**config.mk**
```make
export PLATFORM = sky130hd
export DESIGN_NAME = sec_sig_engine
export DESIGN_NICKNAME = d
export VERILOG_FILES = /design/src/rtl/sec_sig_pkg.sv /design/src/rtl/sec_sig_step.sv /design/src/rtl/sec_sig_frame.sv /design/src/rtl/sec_sig_slot.sv /design/src/rtl/sec_sig_engine.sv
export SDC_FILE = /design/constraint.sdc
export NUM_CORES = 1
export LEC_CHECK = 0
export BUFFER_PORTS_ARGS = -buffer_cell sky130_fd_sc_hd__buf_2
export CELL_PAD_IN_SITES_DETAIL_PLACEMENT = 2
export CELL_PAD_IN_SITES_GLOBAL_PLACEMENT = 2
export CORE_MARGIN = 3
export CORE_UTILIZATION = 41
export CTS_BUF_LIST = sky130_fd_sc_hd__clkbuf_8
export DETAILED_ROUTE_END_ITERATION = 12
export PLACE_DENSITY = 0.95
export SYNTH_ARGS = -nofsm -noshare
export SYNTH_HDL_FRONTEND = slang
export SYNTH_SLANG_ARGS = --single-unit
```
**constraint.sdc**
```tcl
create_clock -name clk -period 8.9 [get_ports clk]
set_clock_uncertainty 0.1 [all_clocks]
set_input_delay 1.78 -clock clk [delete_from_list [all_inputs] [get_ports clk]]
set_output_delay 1.78 -clock clk [all_outputs]
set_load 0.01 [all_outputs]
```
**src/rtl/sec_sig_pkg.sv**
```systemverilog
package sec_sig_pkg;

  localparam int HASH_W = 64;
  localparam int BYTE_W = 8;

  localparam logic [HASH_W-1:0] SEED_A = 64'd5381;
  localparam logic [HASH_W-1:0] SEED_B = 64'd0;
  localparam logic [HASH_W-1:0] MULT_A = 64'd33;
  localparam logic [HASH_W-1:0] MULT_B = 64'd65599;

  typedef enum logic {
    HMODE_A = 1'b0,
    HMODE_B = 1'b1
  } hmode_e;

  function automatic logic [HASH_W-1:0] seed_of(hmode_e m);
    return (m == HMODE_A) ? SEED_A : SEED_B;
  endfunction

  function automatic logic [HASH_W-1:0] mult_of(hmode_e m);
    return (m == HMODE_A) ? MULT_A : MULT_B;
  endfunction

  function automatic logic [HASH_W-1:0] widen(logic [BYTE_W-1:0] b);
    logic [HASH_W-1:0] w;
    w = '0;
    w[BYTE_W-1:0] = b;
    return w;
  endfunction

  // 33 = 2^5 + 1 ; 65599 = 2^16 + 2^6 - 1
  function automatic logic [HASH_W-1:0] step_shift(hmode_e m,
                                                   logic [HASH_W-1:0] h,
                                                   logic [BYTE_W-1:0] b);
    logic [HASH_W-1:0] r;
    if (m == HMODE_A) r = (h << 5) + h;
    else              r = (h << 16) + (h << 6) - h;
    return r + widen(b);
  endfunction

endpackage

```
**src/rtl/sec_sig_step.sv**
```systemverilog
import sec_sig_pkg::*;

module sec_sig_step #(
  parameter bit USE_MUL = 1'b0
) (
  input  hmode_e                mode,
  input  logic                  restart,
  input  logic [HASH_W-1:0]     acc_in,
  input  logic [BYTE_W-1:0]     byte_in,
  output logic [HASH_W-1:0]     acc_out
);

  logic [HASH_W-1:0] base;

  assign base = restart ? seed_of(mode) : acc_in;

  generate
    if (USE_MUL) begin : g_mul
      assign acc_out = base * mult_of(mode) + widen(byte_in);
    end else begin : g_shift
      assign acc_out = step_shift(mode, base, byte_in);
    end
  endgenerate

endmodule

```
**src/rtl/sec_sig_frame.sv**
```systemverilog
module sec_sig_frame #(
  parameter int SECTOR_BYTES = 512
) (
  input  logic clk,
  input  logic rst_n,
  input  logic take,
  input  logic sos,
  output logic use_byte,
  output logic sec_start,
  output logic sec_last,
  output logic sec_abort
);

  localparam int CNT_W = (SECTOR_BYTES > 1) ? $clog2(SECTOR_BYTES) : 1;
  localparam logic [CNT_W-1:0] LAST_POS = CNT_W'(SECTOR_BYTES - 1);

  logic             active_q;
  logic [CNT_W-1:0] cnt_q;
  logic [CNT_W-1:0] pos;

  assign sec_start = take && sos;
  assign sec_abort = sec_start && active_q;
  assign use_byte  = take && (active_q || sos);
  assign pos       = sos ? '0 : cnt_q;
  assign sec_last  = use_byte && (pos == LAST_POS);

  always_ff @(posedge clk or negedge rst_n) begin
    if (!rst_n) begin
      active_q <= 1'b0;
      cnt_q    <= '0;
    end else if (use_byte) begin
      if (sec_last) begin
        active_q <= 1'b0;
        cnt_q    <= '0;
      end else begin
        active_q <= 1'b1;
        cnt_q    <= pos + 1'b1;
      end
    end
  end

endmodule

```
**src/rtl/sec_sig_slot.sv**
```systemverilog
module sec_sig_slot #(
  parameter int CLUSTER_SECTORS = 8
) (
  input  logic clk,
  input  logic rst_n,
  input  logic adv,
  input  logic clr,
  output logic [((CLUSTER_SECTORS > 1) ? $clog2(CLUSTER_SECTORS) : 1)-1:0] slot
);

  localparam int SLOT_W = (CLUSTER_SECTORS > 1) ? $clog2(CLUSTER_SECTORS) : 1;
  localparam logic [SLOT_W-1:0] TOP = SLOT_W'(CLUSTER_SECTORS - 1);

  always_ff @(posedge clk or negedge rst_n) begin
    if (!rst_n)        slot <= '0;
    else if (clr)      slot <= '0;
    else if (adv)      slot <= (slot == TOP) ? '0 : slot + 1'b1;
  end

endmodule

```
**src/rtl/sec_sig_engine.sv**
```systemverilog
import sec_sig_pkg::*;

module sec_sig_engine #(
  parameter int SECTOR_BYTES    = 512,
  parameter int CLUSTER_SECTORS = 8,
  parameter bit USE_MUL         = 1'b0
) (
  input  logic        clk,
  input  logic        rst_n,
  input  logic        clus_rst,
  input  logic        mode_i,
  input  logic        in_valid,
  output logic        in_ready,
  input  logic        in_sos,
  input  logic [7:0]  in_byte,
  output logic        sig_valid,
  output logic [63:0] sig_value,
  output logic [2:0]  sig_slot,
  output logic        err_short
);

  localparam int SLOT_W = (CLUSTER_SECTORS > 1) ? $clog2(CLUSTER_SECTORS) : 1;

  logic              ready_q;
  logic              byte_take;
  logic              use_byte;
  logic              sec_start;
  logic              sec_last;
  logic              sec_abort;
  hmode_e            mode_q;
  hmode_e            mode_eff;
  logic [HASH_W-1:0] acc_q;
  logic [HASH_W-1:0] acc_nx;
  logic [SLOT_W-1:0] slot_q;

  assign in_ready  = ready_q;
  assign byte_take = in_valid && ready_q;
  assign mode_eff  = in_sos ? hmode_e'(mode_i) : mode_q;

  always_ff @(posedge clk or negedge rst_n) begin
    if (!rst_n) ready_q <= 1'b0;
    else        ready_q <= 1'b1;
  end

  sec_sig_frame #(
    .SECTOR_BYTES(SECTOR_BYTES)
  ) u_frame (
    .clk      (clk),
    .rst_n    (rst_n),
    .take     (byte_take),
    .sos      (in_sos),
    .use_byte (use_byte),
    .sec_start(sec_start),
    .sec_last (sec_last),
    .sec_abort(sec_abort)
  );

  sec_sig_step #(
    .USE_MUL(USE_MUL)
  ) u_step (
    .mode   (mode_eff),
    .restart(in_sos),
    .acc_in (acc_q),
    .byte_in(in_byte),
    .acc_out(acc_nx)
  );

  sec_sig_slot #(
    .CLUSTER_SECTORS(CLUSTER_SECTORS)
  ) u_slot (
    .clk  (clk),
    .rst_n(rst_n),
    .adv  (sec_last),
    .clr  (clus_rst),
    .slot (slot_q)
  );

  always_ff @(posedge clk or negedge rst_n) begin
    if (!rst_n) begin
      mode_q <= HMODE_A;
      acc_q  <= '0;
    end else begin
      if (sec_start) mode_q <= mode_eff;
      if (use_byte)  acc_q  <= acc_nx;
    end
  end

  always_ff @(posedge clk or negedge rst_n) begin
    if (!rst_n) begin
      sig_valid <= 1'b0;
      sig_value <= '0;
      sig_slot  <= '0;
      err_short <= 1'b0;
    end else begin
      sig_valid <= sec_last;
      err_short <= sec_abort;
      if (sec_last) begin
        sig_value <= acc_nx;
        sig_slot  <= 3'(slot_q);
      end
    end
  end

endmodule

```
==> results.md, run 1 <==
* First-pass GRT wire length at 211 mm
* Syn nets at 2,662
* Seq/Total Area, Yosys at 20.4%
* Post-DP Area at about 19,000 um2
* Port buffer count at 83
* Run Error: [ERROR GRT-0116] Global routing finished with congestion. Check the congestion regions in the DRC Viewer.
* CTS root buf: clkbuf_8
* Hold Buf Count CTS at 0
* Yosys warning count at 0
* Die H at 217 um
* # rows at 76
* Largest net degree at the start of global routing at 87
* I/O pin count at 84
* Post-DP HPWL at 82.2 mm
* Initial cell density of the core at 41.8%
* #FFs+latches synth at between 100 and 150
* Status: stopped before the end
* Syn avg cell area at between 7 and 8 um2
* Mapped Cells at 2,461
* H-tree depth at 4
* Maximum root-to-sink buffer count at 2
* Post-synth ARST share at 100%
* Placer Congestion at 0.980
* Halt Stage: 5_1_grt
* Main synth FF type: dfrtp_1
* TritonCTS buffer count at 17
* Sink Count at 148
* Vias in the first global route at 27,668
* Total grt overflow at 1,289
* Placed insts at 3,039
* Synth cell types at 92
* Pre-CTS WS at -0.0304 ns
* Chip width at 217 um
* Area of the mapped netlist at 18,200 um2
* Post-CTS setup buffer count at 0
* Post-CTS sizing at 0
* Gr usage total at 60.9%
* Post-synth EDFFs at 0
kinds of logic after synthesis:
logic type               share of synthesized area, %
flip-flops                                       20.4
XOR/XNOR                                         5.50
AO/OA/AOI/OAI                                    27.7
other                                          0.0206
adder cells (fa/ha/maj)                          14.9
multiplexers                                     1.80
buffers and inverters                            6.23
AND/OR/NAND/NOR                                  23.5
per-layer routing:
layer,GRT overflow,GRT usage (%)
met1,173,62.1
met2,716,83.1
met3,86,41.2
met4,306,50.0
met5,8,26.4
cells in the mapped netlist (25+ instances only):
| master | instances | share of area, % |
|---|---|---|
| a211oi_1 | 28 | 1.2 |
| a21o_1 | 54 | 2.2 |
| a21oi_1 | 204 | 5.6 |
| and3_1 | 28 | 0.96 |
| clkbuf_1 | 91 | 1.9 |
| dfrtp_1 | 148 | 20 |
| fa_1 | 49 | 5.4 |
| ha_1 | 138 | 9.5 |
| inv_1 | 176 | 3.6 |
| mux2i_1 | 26 | 1.4 |
| nand2_1 | 396 | 8.2 |
| nand3_1 | 49 | 1.3 |
| nand4_1 | 54 | 1.9 |
| nor2_1 | 148 | 3.1 |
| nor2b_1 | 25 | 0.86 |
| nor3_1 | 59 | 1.6 |
| o211ai_1 | 27 | 1.1 |
| o21a_1 | 31 | 1.3 |
| o21ai_0 | 240 | 6.6 |
| o31ai_1 | 35 | 1.4 |
| xnor2_1 | 67 | 3.2 |
| xor2_1 | 47 | 2.3 |
through the flow:
stage / hold WS, ns / TNS (ns)
4_1_cts: 0.406 / 0
3_5_place_dp: 0.365 / -0.0357
3_3_place_gp: 0.354 / 0
2_1_floorplan: 0.341 / 0
==> run 2: changes to the inputs <==
--- a/config.mk
+++ b/config.mk
@@ -6,13 +6,10 @@
 export NUM_CORES = 1
 export LEC_CHECK = 0
 export BUFFER_PORTS_ARGS = -buffer_cell sky130_fd_sc_hd__buf_2
-export CELL_PAD_IN_SITES_DETAIL_PLACEMENT = 2
-export CELL_PAD_IN_SITES_GLOBAL_PLACEMENT = 2
 export CORE_MARGIN = 3
-export CORE_UTILIZATION = 41
-export CTS_BUF_LIST = sky130_fd_sc_hd__clkbuf_8
+export CORE_UTILIZATION = 30
 export DETAILED_ROUTE_END_ITERATION = 12
-export PLACE_DENSITY = 0.95
+export PLACE_DENSITY_LB_ADDON = 0.15
 export SYNTH_ARGS = -nofsm -noshare
 export SYNTH_HDL_FRONTEND = slang
 export SYNTH_SLANG_ARGS = --single-unit
==> run 2 against run 1 <==
- the run now ends clean
- area after synthesis is the same
- synthesized cell count is the same
==> results.md, run 2 <==
* Status: completed
* Core area at 59,500 um2
* Max-cap violations at 0
* ANT nets after route at 0
* Final count of negative-setup-slack endpoints at 0
* Total grt overflow at 0
* CP arrival at 8.00 ns
* Power Dens Cells at 409 nW/um2
* Die H at 252 um
* Crit path required time at 9.12 ns
* Mapped Cells at 2,461
* Largest net degree at the start of global routing at 106
* Post-synth ARST share at 100%
* Post-DP Area at 19,300 um2
* Flop-to-flop setup slack at around 2.7 ns
* Hold EP: u_frame.cnt_q[0]$_DFFE_PN0P_
* # DRC at 0
* Startpoint Class: input pin
* CTS root buf: clkbuf_16
* Yosys top cell area share at 20.4%
* Buf/Inv on CP at 2
* Worst Hold Launch: u_frame.cnt_q[0]$_DFFE_PN0P_
* Hold Buf Count CTS at 0
* CP Class: input pin to flip-flop
* Post-CTS sizing at 0
* Gr usage total at between 20% and 30%
* Largest regs: acc_q x64, sig_value x64, u_frame.cnt_q x9
* I/O pin count at 84
* Maximum root-to-sink buffer count at 2
* Hold path depth at 2
* Yosys warning count at 0
* # rows at 89
* Vias per cell at between 5 and 6
* Most frequent cell after synthesis: nand2_1
* TritonCTS buffer count at 17
* Clk_lat worst skew at 0.43 ns
* Reg power frac at 11.4%
* Worst-Margin Slew at 1.03 ns
* Static Leak at 9.16 nW
* Sink Count at 148
* Placer Congestion at 0.956
* Clock network power share at 8.9%
* Final Hold Viols at 0
* Reg-to-Reg End: acc_q[58]$_DFFE_PN0P_
* Vias at 18,245
* Cell taking the most area after synthesis: dfrtp_1
* DIE AREA at 63,500 um2
* Fin Hold WS at 0.371 ns
* ANT cells at 0
* Post-DP HPWL at 60.2 mm
* Area grow syn2layout at 9.72%
* Pre-CTS WS at ~0.80 ns
* Max_slew headroom at approximately a third
* Synth cell types at 92
* Detailed Routing Iterations Pass 1 at 8
* Min cycle time layout at 7.77 ns
* CP max-delay cell: or4_1
* Cell depth of the worst flop-to-flop path at 17
* CP delay by family, top: compound AO/OA/AOI/OAI gates
* Area of the mapped netlist at between 15,000 and 20,000 um2
* Synth top cells by count: nand2_1, o21ai_0, a21oi_1, inv_1
* P_sw at 0.00472 W
* Worst Setup End Kind: flip-flop
* RSZ-0062 raised after global routing: false
* DR iter-0 viols at 1,413
* #FFs+latches synth at 148
* H-tree depth at 4
* Average wire per standard cell at 22.3 um
* Critical path depth at 18
* P_int at 0.00343 W
* Vias in the first global route at 17,802
* Syn avg cell area at 7.38 um2
* TritonCTS clock tree: done
* Layout Nets at between 2,000 and 3,000
* Worst path max stage delay at 0.71 ns
* Worst vdd ir at 0.000156 V
* Syn nets at 2,662
* Post-synth EDFFs at 0
* Reg clk slew, reported paths at 0.06 ns
* Seq/Total Area, Yosys at 20.4%
* Initial cell density of the core at 30.6%
* Routed WL at 72.7 mm
* Initial antenna violation count at 0
* Pins over their slew limit at 0
* Ratio of cells with drive above 1 in the final layout at approximately 7.9%
* Port buffer count at 83
* Worst Slack Setup Final at 1.13 ns
* Placed insts at 3,233
* Top post-synthesis cells by area: dfrtp_1, ha_1, nand2_1
* RR Startpoint: acc_q[20]$_DFFE_PN0P_
* Combinational power share at around 80%
* Worst path most repeated cell: a21oi_1
* Crit-path cells: buf_2 -> inv_2 -> nor2_1 -> a21oi_1 -> ha_1 -> ha_1 -> a211o_1 -> a21oi_1 -> o211ai_1 -> a21oi_1 -> nor3_1 -> or3_1 -> a211oi_1 -> o211ai_1 -> or4_1 -> or4_1 -> o31a_1 -> o31ai_1
* Main synth FF type: dfrtp_1
* Commonest non-fill, non-tap cell in the layout: nand2_1
* Layout Cells excl Fill at 3,265
* Post-route cell area at about 20,000 um2
* Post-CTS setup buffer count at 0
* Chip width at 252 um
* Most frequent cells in the layout: nand2_1, o21ai_0, a21oi_1, inv_1
* CP max FO at 21
* Total negative slack at 0 ns
* Upper clock frequency limit at 129 MHz
* First-pass GRT wire length at 109 mm
* Final Cycle Share at 87.4%
* Type of the worst min-delay path: flip-flop to flip-flop
* Sw frac at around 58%
==> run 2: logic make-up after synthesis <==
kind of cell / Yosys count / synth area share (%)
compound gates: 791 / 27.7
xor+xnor: 114 / 5.50
fa+ha+maj: 187 / 14.9
buf+inv: 291 / 6.23
flops: 148 / 20.4
mux: 32 / 1.80
other cells: 1 / 0.0206
simple gates: 897 / 23.5
==> run 2: final cells by class <==
cell class,count,area (um2)
inverter,177,664
tap,773,967
clock buffer,21,470
clock inverter,11,126
sequential,148,3700
fill,6493,39500
multi-input combinational,2022,13400
timing repair buffer,113,647
==> run 2: worst max-delay path by stage <==
stage / start / end
finish: in_sos / acc_q[58]$_DFFE_PN0P_
detailed placement: in_sos / acc_q[58]$_DFFE_PN0P_
global placement: in_sos / acc_q[58]$_DFFE_PN0P_
CTS: in_sos / acc_q[58]$_DFFE_PN0P_
global route: in_sos / sig_value[58]$_DFFE_PN0P_
floorplan: in_sos / sig_value[58]$_DFFE_PN0P_
==> run 2: power by group through the flow <==
stage	registers [W]	logic, W	clock network [W]
2_1_floorplan	0.000884	0.00445	0
3_3_place_gp	0.000946	0.00640	0
3_5_place_dp	0.000947	0.00643	0
6_report	0.000932	0.00649	0.000729
5_1_grt	0.000943	0.00711	0.000775
4_1_cts	0.000935	0.00646	0.000741
==> run 2: metrics by stage <==
stage               total power, W  util, %
global route               0.00882     33.5
finish                     0.00815     33.5
global placement           0.00734     32.5
detailed placement         0.00738     32.5
CTS                        0.00814     33.5
floorplan                  0.00534        -
==> run 2: per-layer routing <==
metal	global-route usage (%)	up-vias	share of wire [%]
met1	28.2	8744	43
li1	-	8883	-
met5	0	-	0
met4	11.1	0	5.7
met2	38.6	491	48
met3	1.93	127	3.4
==> run 2: worst register-to-register path, cell delays in order, from the launching register on <==
cell and delay, ns:
dfrtp_1 0.37, nand2_1 0.25, inv_1 0.23, fa_1 0.57, inv_1 0.04, ha_1 0.47, nand2_1 0.23, nor4_1 0.63
a21oi_1 0.15, buf_4 0.20, o41ai_1 0.26, a22o_1 0.27, o21ai_1 0.16, or4b_1 0.69, or4_4 0.51, or4_1 0.45
o31a_1 0.28, o31ai_1 0.24
No activity file was read; power rests on OpenSTA's default activity.
==> run 3: changes to the inputs <==
--- a/config.mk
+++ b/config.mk
@@ -6,9 +6,11 @@
 export NUM_CORES = 1
 export LEC_CHECK = 0
 export BUFFER_PORTS_ARGS = -buffer_cell sky130_fd_sc_hd__buf_2
+export CAP_MARGIN = 10
 export CORE_MARGIN = 3
 export CORE_UTILIZATION = 30
 export DETAILED_ROUTE_END_ITERATION = 12
+export GPL_TIMING_DRIVEN = 0
 export PLACE_DENSITY_LB_ADDON = 0.15
 export SYNTH_ARGS = -nofsm -noshare
 export SYNTH_HDL_FRONTEND = slang
==> run 3 against run 2 <==
- sequential share of layout area is 0.24 points lower
- core utilization is 0.44 points higher
- wire length is 6.0% higher
- hold slack worse by 0.0023 ns
- sequential power is 3.3% lower
- clock power is 11% lower
- die area stayed put
- via count is 3.4% higher
==> results.md, run 3 (synthesis gave the netlist of run 2 again) <==
* RSZ-0062 raised after global routing: false
* Port buffer count at between 80 and 90
* Core area at just under 60,000 um2
* Vias in the first global route at 17,908
* Hold EP: u_frame.cnt_q[0]$_DFFE_PN0P_
* Min cycle time layout at 8.71 ns
* TritonCTS buffer count at 17
* ANT nets after route at 0
* Ratio of cells with drive above 1 in the final layout at 7.57%
* Reg clk slew, reported paths at 0.07 ns
* Area grow syn2layout at 11.2%
* TritonCTS clock tree: done
* Most frequent cells in the layout: nand2_1, o21ai_0, a21oi_1, inv_1
* Max_slew headroom at 27.3%
* H-tree depth at 4
* Layout Nets at 2,764
* Final Hold Viols at 0
* Worst Hold Launch: u_frame.cnt_q[0]$_DFFE_PN0P_
* Reg-to-Reg End: acc_q[58]$_DFFE_PN0P_
* P_sw at 0.00478 W
* Total grt overflow at 0
* RR Startpoint: mode_q$_DFFE_PN0P_
* Commonest non-fill, non-tap cell in the layout: nand2_1
* Hold Buf Count CTS at 0
* Chip width at 252 um
* # DRC at 0
* DIE AREA at about 64,000 um2
* Worst Slack Setup Final at roughly 0.19 ns
* First-pass GRT wire length at approximately 110 mm
* Total negative slack at 0 ns
* Status: completed
* Initial cell density of the core at 30.6%
* Startpoint Class: input pin
* Gr usage total at 23.7%
* Post-DP HPWL at 65.3 mm
* Pre-CTS WS at -2.58 ns
* Pins over their slew limit at 0
* CP Class: input pin to flip-flop
* Largest net degree at the start of global routing at about 90
* Vias at 18,869
* DR iter-0 viols at 1,336
* Worst Setup End Kind: flip-flop
* Hold path depth at 2
* Flop-to-flop setup slack at 1.72 ns
* Final count of negative-setup-slack endpoints at 0
* CP arrival at 8.94 ns
* Clk_lat worst skew at about 0.43 ns
* Final Core Density at between 30% and 40%
* Layout filler cell count at 6,455
* Final Cycle Share at 97.9%
* Initial antenna violation count at 2
* Worst vdd ir at 0.000170 V
* Clock network power share at 8.1%
* Power Dens Cells at around 400 nW/um2
* CP max FO at 10
* Maximum root-to-sink buffer count at 2
* Upper clock frequency limit at 115 MHz
* Die H at ~250 um
* Vias per cell at 5.63
* Layout Cells excl Fill at 3,349
* Cell depth of the worst flop-to-flop path at 21
* Combinational power share at 80.8%
* Max-cap violations at 0
* Routed WL at 77.1 mm
* Reg power frac at 11.2%
* Static Leak at 9.23 nW
* Detailed Routing Iterations Pass 1 at 6
* Crit path required time at 9.13 ns
* Placed insts at 3,318
* Combined area of the multi-input logic cells at between 10,000 and 15,000 um2
* Sw frac at 59.2%
* FF+latch area at 3700 um2
* # rows at 89
* P_int at 0.00330 W
* I/O pin count at 84
* Average wire per standard cell at 23.0 um
* Sink Count at around 150
* CTS root buf: clkbuf_16
* Worst-Margin Slew at 1.09 ns
* Largest regs: acc_q x64, sig_value x64, u_frame.cnt_q x9
* Type of the worst min-delay path: flip-flop to flip-flop
* Placer Congestion at 0.982
-- run 3: cell types whose count changed in the layout (fill, tap and decap cells not counted), sizes merged --
cell    before  now
clkbuf      21  113
clkinv       4    7
diode        0    1
inv        178  176
bufinv       2    0
buf        113  105
-- run 3: layout make-up --
type	instances	area share, %
repair buffers	86	2.30
well taps	773	4.79
multi-input cells	2022	66.3
plain buffers	111	2.37
flip-flops and latches	148	18.3
diodes	1	0.0124
clock inverters	10	0.297
clock buffers	21	2.28
inverters	177	3.29
-- run 3: power groups by stage --
stage,registers [W],logic (W),clock network (W)
global route,0.000917,0.00710,0.000698
global placement,0.000908,0.00633,0
finish,0.000901,0.00653,0.000652
CTS,0.000900,0.00642,0.000661
detailed placement,0.000912,0.00638,0
floorplan,0.000884,0.00445,0
-- run 3: repair_timing --
| item | CTS | global route |
|---|---|---|
| buffers inserted | 0 | 2 |
| endpoints found under the setup margin | 114 | 45 |
| gates resized for setup | 17 | 18 |
| pin swaps | 0 | 2 |
-- run 3: worst max-delay path by stage --
| stage | slack (ns) | cells after the start | start | endpoint |
|---|---|---|---|---|
| 6_report | 0.19 | 20 | in_sos | acc_q[58]$_DFFE_PN0P_ |
| 5_1_grt | 0.03 | 20 | in_sos | acc_q[58]$_DFFE_PN0P_ |
| 4_1_cts | 0.0005 | 20 | in_sos | acc_q[58]$_DFFE_PN0P_ |
| 3_5_place_dp | -2.58 | 26 | in_sos | acc_q[62]$_DFFE_PN0P_ |
| 3_3_place_gp | -2.55 | 26 | in_sos | sig_value[62]$_DFFE_PN0P_ |
| 2_1_floorplan | 1.26 | 25 | in_sos | sig_value[58]$_DFFE_PN0P_ |
-- run 3: per-layer routing --
layer | GRT usage, % | wire [um] | up-vias
met5 | 0 | 10 | -
met4 | 8.68 | 3100 | 2
met3 | 2.95 | 3450 | 125
met2 | 40.0 | 36400 | 575
met1 | 31.2 | 34100 | 9100
li1 | - | - | 9067
-- run 3: per-stage QoR --
| step | hold slack, ns | total power, W | area [um2] |
|---|---|---|---|
| floorplan | 0.341 | 0.00534 | 18200 |
| global placement | 0.357 | 0.00724 | 19600 |
| detailed placement | 0.363 | 0.00729 | 19600 |
| CTS | 0.376 | 0.00798 | 20100 |
| global route | 0.399 | 0.00872 | 20200 |
| finish | 0.368 | 0.00808 | 20200 |
-- run 3: worst max-delay path, stage by stage --
cell and delay (ns):
buf_2 0.12, buf_4 0.21, clkbuf_1 0.35, clkbuf_2 0.39, nor2b_1 0.91, fa_1 0.55
inv_1 0.07, ha_1 0.30, a21oi_1 0.24, o21ai_0 0.19, a221oi_1 0.45, nand2_1 0.21
mux2i_1 0.19, o21bai_1 0.09, a2111oi_2 0.67, o2111ai_1 0.50, or4_4 0.70, or4_1 0.48
o31a_1 0.28, o31ai_1 0.25
